$ cat src/rtl/calu_pkg.sv
`timescale 1ns/1ps
package calu_pkg;
  localparam int OPW = 5;

  typedef enum logic [OPW-1:0] {
    OP_AND = 5'd0,  OP_EOR = 5'd1,  OP_SUB = 5'd2,  OP_RSB = 5'd3,
    OP_ADD = 5'd4,  OP_ADC = 5'd5,  OP_SBC = 5'd6,  OP_RSC = 5'd7,
    OP_TST = 5'd8,  OP_TEQ = 5'd9,  OP_CMP = 5'd10, OP_CMN = 5'd11,
    OP_ORR = 5'd12, OP_MOV = 5'd13, OP_BIC = 5'd14, OP_MVN = 5'd15,
    OP_MUL = 5'd16, OP_MLA = 5'd17
  } op_e;

  typedef enum logic [1:0] {
    CLS_ARITH = 2'd0,
    CLS_LOGIC = 2'd1,
    CLS_MUL   = 2'd2,
    CLS_NONE  = 2'd3
  } cls_e;

  typedef struct packed {
    logic n;
    logic z;
    logic c;
    logic v;
  } flags_t;
endpackage

$ cat src/rtl/calu_cond.sv
`timescale 1ns/1ps
module calu_cond
  import calu_pkg::*;
(
  input  logic [3:0] cond,
  input  flags_t     fl,
  output logic       pass
);
  logic sgn_eq;
  logic base;

  assign sgn_eq = (fl.n == fl.v);

  // cond[3:1] picks a test, cond[0] inverts it for codes 0..13
  always_comb begin
    unique case (cond[3:1])
      3'd0:    base = fl.z;
      3'd1:    base = fl.c;
      3'd2:    base = fl.n;
      3'd3:    base = fl.v;
      3'd4:    base = fl.c & ~fl.z;
      3'd5:    base = sgn_eq;
      3'd6:    base = ~fl.z & sgn_eq;
      default: base = 1'b1;
    endcase
  end

  assign pass = (cond == 4'd15) ? 1'b0 :
                (cond == 4'd14) ? 1'b1 : (base ^ cond[0]);

  always_comb begin

    always_code_chk: assert (!(cond == 4'd14) || pass)
      else $error("always code did not pass");

    never_code_chk: assert (!(cond == 4'd15) || !pass)
      else $error("never code passed");
  end
endmodule

$ cat src/rtl/calu_adder.sv
`timescale 1ns/1ps
module calu_adder
  import calu_pkg::*;
#(
  parameter int DW = 32
) (
  input  logic [OPW-1:0] op,
  input  logic [DW-1:0]  rn,
  input  logic [DW-1:0]  op2,
  input  logic           c_in,
  output logic [DW-1:0]  sum,
  output logic           c_out,
  output logic           v_out
);
  localparam int MSB = DW - 1;

  logic [DW-1:0] a, b;
  logic          ci;
  logic [DW:0]   wide;

  always_comb begin
    a  = rn;
    b  = op2;
    ci = 1'b0;
    case (op)
      OP_ADD, OP_CMN: ci = 1'b0;
      OP_ADC:         ci = c_in;
      OP_SUB, OP_CMP: begin b = ~op2; ci = 1'b1; end
      OP_SBC:         begin b = ~op2; ci = c_in; end
      OP_RSB:         begin a = op2; b = ~rn; ci = 1'b1; end
      OP_RSC:         begin a = op2; b = ~rn; ci = c_in; end
      default:        ci = 1'b0;
    endcase
  end

  assign wide  = {1'b0, a} + {1'b0, b} + {{DW{1'b0}}, ci};
  assign sum   = wide[DW-1:0];
  assign c_out = wide[DW];
  assign v_out = (a[MSB] == b[MSB]) && (sum[MSB] != a[MSB]);
endmodule

$ cat src/rtl/calu_logic.sv
`timescale 1ns/1ps
module calu_logic
  import calu_pkg::*;
#(
  parameter int DW = 32
) (
  input  logic [OPW-1:0] op,
  input  logic [DW-1:0]  rn,
  input  logic [DW-1:0]  op2,
  output logic [DW-1:0]  res
);
  always_comb begin
    case (op)
      OP_AND, OP_TST: res = rn & op2;
      OP_EOR, OP_TEQ: res = rn ^ op2;
      OP_ORR:         res = rn | op2;
      OP_MOV:         res = op2;
      OP_BIC:         res = rn & ~op2;
      OP_MVN:         res = ~op2;
      default:        res = '0;
    endcase
  end
endmodule

$ cat src/rtl/calu_mul.sv
`timescale 1ns/1ps
module calu_mul
  import calu_pkg::*;
#(
  parameter int DW = 32
) (
  input  logic [OPW-1:0] op,
  input  logic [DW-1:0]  rn,
  input  logic [DW-1:0]  op2,
  input  logic [DW-1:0]  acc,
  output logic [DW-1:0]  res
);
  logic [DW-1:0] prod;
  logic [DW-1:0] addend;

  assign prod   = rn * op2;
  assign addend = (op == OP_MLA) ? acc : '0;
  assign res    = prod + addend;
endmodule

$ cat src/rtl/cond_alu.sv
`timescale 1ns/1ps
module cond_alu
  import calu_pkg::*;
#(
  parameter int DW = 32
) (
  input  logic [OPW-1:0] op,
  input  logic [DW-1:0]  rn,
  input  logic [DW-1:0]  op2,
  input  logic [DW-1:0]  acc,
  input  logic           shift_c,
  input  logic           shift_used,
  input  logic           set_flags,
  input  logic [3:0]     nzcv_in,
  input  logic [3:0]     cond,
  output logic [DW-1:0]  result,
  output logic           wr_en,
  output logic [3:0]     nzcv_out,
  output logic           cond_pass
);
  localparam int MSB = DW - 1;

  flags_t        fl_in, fl_new;
  cls_e          cls;
  logic          is_cmp;
  logic          upd;
  logic [DW-1:0] add_res, log_res, mul_res;
  logic          add_c, add_v;

  assign fl_in = flags_t'(nzcv_in);

  calu_cond u_cond (
    .cond (cond),
    .fl   (fl_in),
    .pass (cond_pass)
  );

  calu_adder #(.DW(DW)) u_add (
    .op    (op),
    .rn    (rn),
    .op2   (op2),
    .c_in  (fl_in.c),
    .sum   (add_res),
    .c_out (add_c),
    .v_out (add_v)
  );

  calu_logic #(.DW(DW)) u_log (
    .op  (op),
    .rn  (rn),
    .op2 (op2),
    .res (log_res)
  );

  calu_mul #(.DW(DW)) u_mul (
    .op  (op),
    .rn  (rn),
    .op2 (op2),
    .acc (acc),
    .res (mul_res)
  );

  // operation class decode
  always_comb begin
    case (op)
      OP_ADD, OP_ADC, OP_SUB, OP_SBC, OP_RSB, OP_RSC,
      OP_CMP, OP_CMN:                      cls = CLS_ARITH;
      OP_AND, OP_EOR, OP_ORR, OP_MOV, OP_BIC, OP_MVN,
      OP_TST, OP_TEQ:                      cls = CLS_LOGIC;
      OP_MUL, OP_MLA:                      cls = CLS_MUL;
      default:                             cls = CLS_NONE;
    endcase
  end

  assign is_cmp = (op == OP_TST) || (op == OP_TEQ) ||
                  (op == OP_CMP) || (op == OP_CMN);

  always_comb begin
    unique case (cls)
      CLS_ARITH: result = add_res;
      CLS_LOGIC: result = log_res;
      CLS_MUL:   result = mul_res;
      default:   result = '0;
    endcase
  end

  always_comb begin
    fl_new.n = result[MSB];
    fl_new.z = (result == '0);
    fl_new.c = fl_in.c;
    fl_new.v = fl_in.v;
    if (cls == CLS_ARITH) begin
      fl_new.c = add_c;
      fl_new.v = add_v;
    end else if (cls == CLS_LOGIC && shift_used) begin
      fl_new.c = shift_c;
    end
  end

  assign wr_en    = cond_pass && (cls != CLS_NONE) && !is_cmp;
  assign upd      = cond_pass && (cls != CLS_NONE) && (set_flags || is_cmp);
  assign nzcv_out = upd ? fl_new : nzcv_in;

  always_comb begin

    fail_quiet_chk: assert (cond_pass || (!wr_en && nzcv_out == nzcv_in))
      else $error("failed condition still acted");

    cmp_no_write_chk: assert (!(op >= OP_TST && op <= OP_CMN) || !wr_en)
      else $error("compare wrote a result");

    logic_v_keep_chk: assert (cls != CLS_LOGIC || nzcv_out[0] == nzcv_in[0])
      else $error("bitwise op changed V");

    mul_cv_keep_chk: assert (cls != CLS_MUL || nzcv_out[1:0] == nzcv_in[1:0])
      else $error("multiply changed C or V");

    no_set_keep_chk: assert (set_flags || is_cmp || nzcv_out == nzcv_in)
      else $error("flags moved without request");

    undef_quiet_chk: assert (op <= OP_MLA || (!wr_en && nzcv_out == nzcv_in))
      else $error("undefined opcode acted");
  end
endmodule

$ cat config.mk
export PLATFORM = sky130hd
export DESIGN_NAME = cond_alu
export DESIGN_NICKNAME = d
export VERILOG_FILES = /design/src/rtl/calu_pkg.sv /design/src/rtl/calu_cond.sv /design/src/rtl/calu_adder.sv /design/src/rtl/calu_logic.sv /design/src/rtl/calu_mul.sv /design/src/rtl/cond_alu.sv
export SDC_FILE = /design/constraint.sdc
export NUM_CORES = 2
export LEC_CHECK = 0
export ABC_AREA = 0
export BUFFER_PORTS_ARGS = -buffer_cell sky130_fd_sc_hd__buf_2
export CORE_AREA = 4 4 282 284
export DETAILED_ROUTE_END_ITERATION = 8
export DIE_AREA = 0 0 286 288
export MAX_ROUTING_LAYER = met4
export PLACE_DENSITY = 0.45
export SLEW_MARGIN = 20
export SYNTH_ARGS = -nofsm -noshare
export SYNTH_HDL_FRONTEND = slang
export SYNTH_HIERARCHICAL = 1
export SYNTH_SLANG_ARGS = --single-unit
$ cat constraint.sdc
create_clock -name vclk -period 13.8
set_clock_uncertainty 0.2 [all_clocks]
set_input_delay 2.07 -clock vclk [all_inputs]
set_output_delay 2.07 -clock vclk [all_outputs]
set_load 0.05 [all_outputs]
==> reports/results.tsv <==
metric	value	unit
layout_common_cells	inv_1 (575), fa_1 (440), nand2_1 (349)	
yosysTopAreaCell	fa_1	
setup_viol	0	
seq_cells	0	
grt_max_degree	67	
dp_hpwl	71.3	mm
grt_antenna_before_repair	7	
path_class	input pin to primary output	
netlist.area_leader.share	0.384	
coreArea	77100	µm²
grt_usage	0.221	
finalHoldViolCount	0	
hold_buffers	0	
die_area	82400	µm²
ios	150	
die_x	286	µm
crit_fanout	12	
worstPathRequired	11530	ps
post_drt_wl_per_cell	22.2	µm
rows	102	
grt_pass1_vias	20800	
drc	0	
rsz0062_at_grt	no	
slew_viol_final	0	
critPathMaxStageDelay	540	ps
grt_pass1_wl	135	mm
place.port_buffers	150	
drv_cap	0	
status	finished, final reports clean	
arrival	11150	ps
yosysSeqAreaShare	0	
max_freq	74.5	MHz
antenna_left	0	
relSlewSlack	0.459	
gp_congestion	0.898	
fin_nets	3666	
ys_top_cells_by_area	fa_1 (38%), ha_1 (10%), inv_1 (9.4%), and2_1 (8.7%), nand2_1 (5.7%)	
vias	19800	
endpoint_kind	primary output	
dr.pass1.iters	5	
dp_slack	305	ps
syn-instance-count	2857	
yosysWarningCount	6	
postSynthAreaPerCell	8.04	µm²
period_minus_slack	13420	ps
seqCellArea	0	µm²
routed_wl	88.1	mm
initial_core_util	0.298	
syn-cell-area	23000	µm²
final_common_cell	inv_1	
grt-ovfl-total	0	
finalSetupTns	0	ps
drt_iter0_markers	1555	
worst_slew_pin_slew	811	ps
n_clock_buffer	0	
drive_gt1_frac	0.0988	
syn_nets	3596	
synthToLayoutAreaGrowth	8.75	%
hold_path_class	input pin to primary output	
fp.dieH	288	µm
drt-vias-per-instance	4.98	
path_common_cell	fa_1	
critical_path.slowest_cell	fa_1	
setup_ws	381	ps
synth_cell_types	87	
crit_path_start_kind	input pin	
post-route-period-util	0.972	
cell usage after synthesis (all sizes together), types with 22 or more instances:
cell type  count
a21o          33
a21oi         63
a31oi         29
and2         320
buf           22
clkbuf       127
fa           440
ha           187
inv          575
mux2          37
mux2i         33
nand2        349
nand3         36
nor2          81
nor3          59
o211ai        22
o21ai        125
xnor2         86
xor2          24
stage by stage:
stage,hold WS [ps],cell area (µm²),instances,utilization
after floorplan,4230,23000,2857,-
after global placement,4320,25000,3965,0.324
after detailed placement,4320,25000,3965,0.324
after CTS,4320,25000,3965,0.324
after global routing,4350,25000,3966,0.324
final,4320,25000,3966,0.324
path summary, 6_finish.rpt:
kind,start,endpoint,slack (ps),cells after the start
setup / recovery,op[3],nzcv_out[2],380,32
hold / removal,cond[0],cond_pass,4320,3
cell families (layout without fill, tap and decap cells):
| group | Yosys count | in the layout | share of synthesized area |
|---|---|---|---|
| AOI/OAI and AO/OA | 390 | 390 | 0.112 |
| xor gates and xnor gates | 110 | 110 | 0.0420 |
| adders and majority gates | 627 | 627 | 0.486 |
| buffers and inverters | 724 | 792 | 0.121 |
| muxes | 70 | 70 | 0.0325 |
| other | 0 | 1 | 0 |
| and+or+nand+nor | 936 | 936 | 0.208 |
metal layers:
metal,vias up,routed length (µm),GRT usage
li1,9061,-,-
met1,10000,40900,0.309
met2,567,41700,0.366
met3,81,3790,0.0101
met4,0,1760,0.0333
met5,-,0,-
critical path: cells and delay by family:
kind                       cells  cell delay (ps)
and+or+nand+nor               10             2500
AOI/OAI and AO/OA              5             1290
buffers and inverters          8              890
adders and majority gates      9             4360
layout make-up:
| cell class | instances | area, µm² |
|---|---|---|
| Tap cell | 1040 | 1300 |
| Fill cell | 8361 | 52100 |
| Multi-Input combinational cell | 2133 | 20200 |
| Timing Repair Buffer | 217 | 1280 |
| Inverter | 575 | 2160 |
| Antenna cell | 1 | 2.50 |
what timing repair did:
action	CTS	global route
setup endpoints to repair	0	1
resized for setup	0	1
setup buffers	0	0
Power is not shown: default switching activity piles up to over one toggle a cycle in this logic, so the estimate is an artifact.
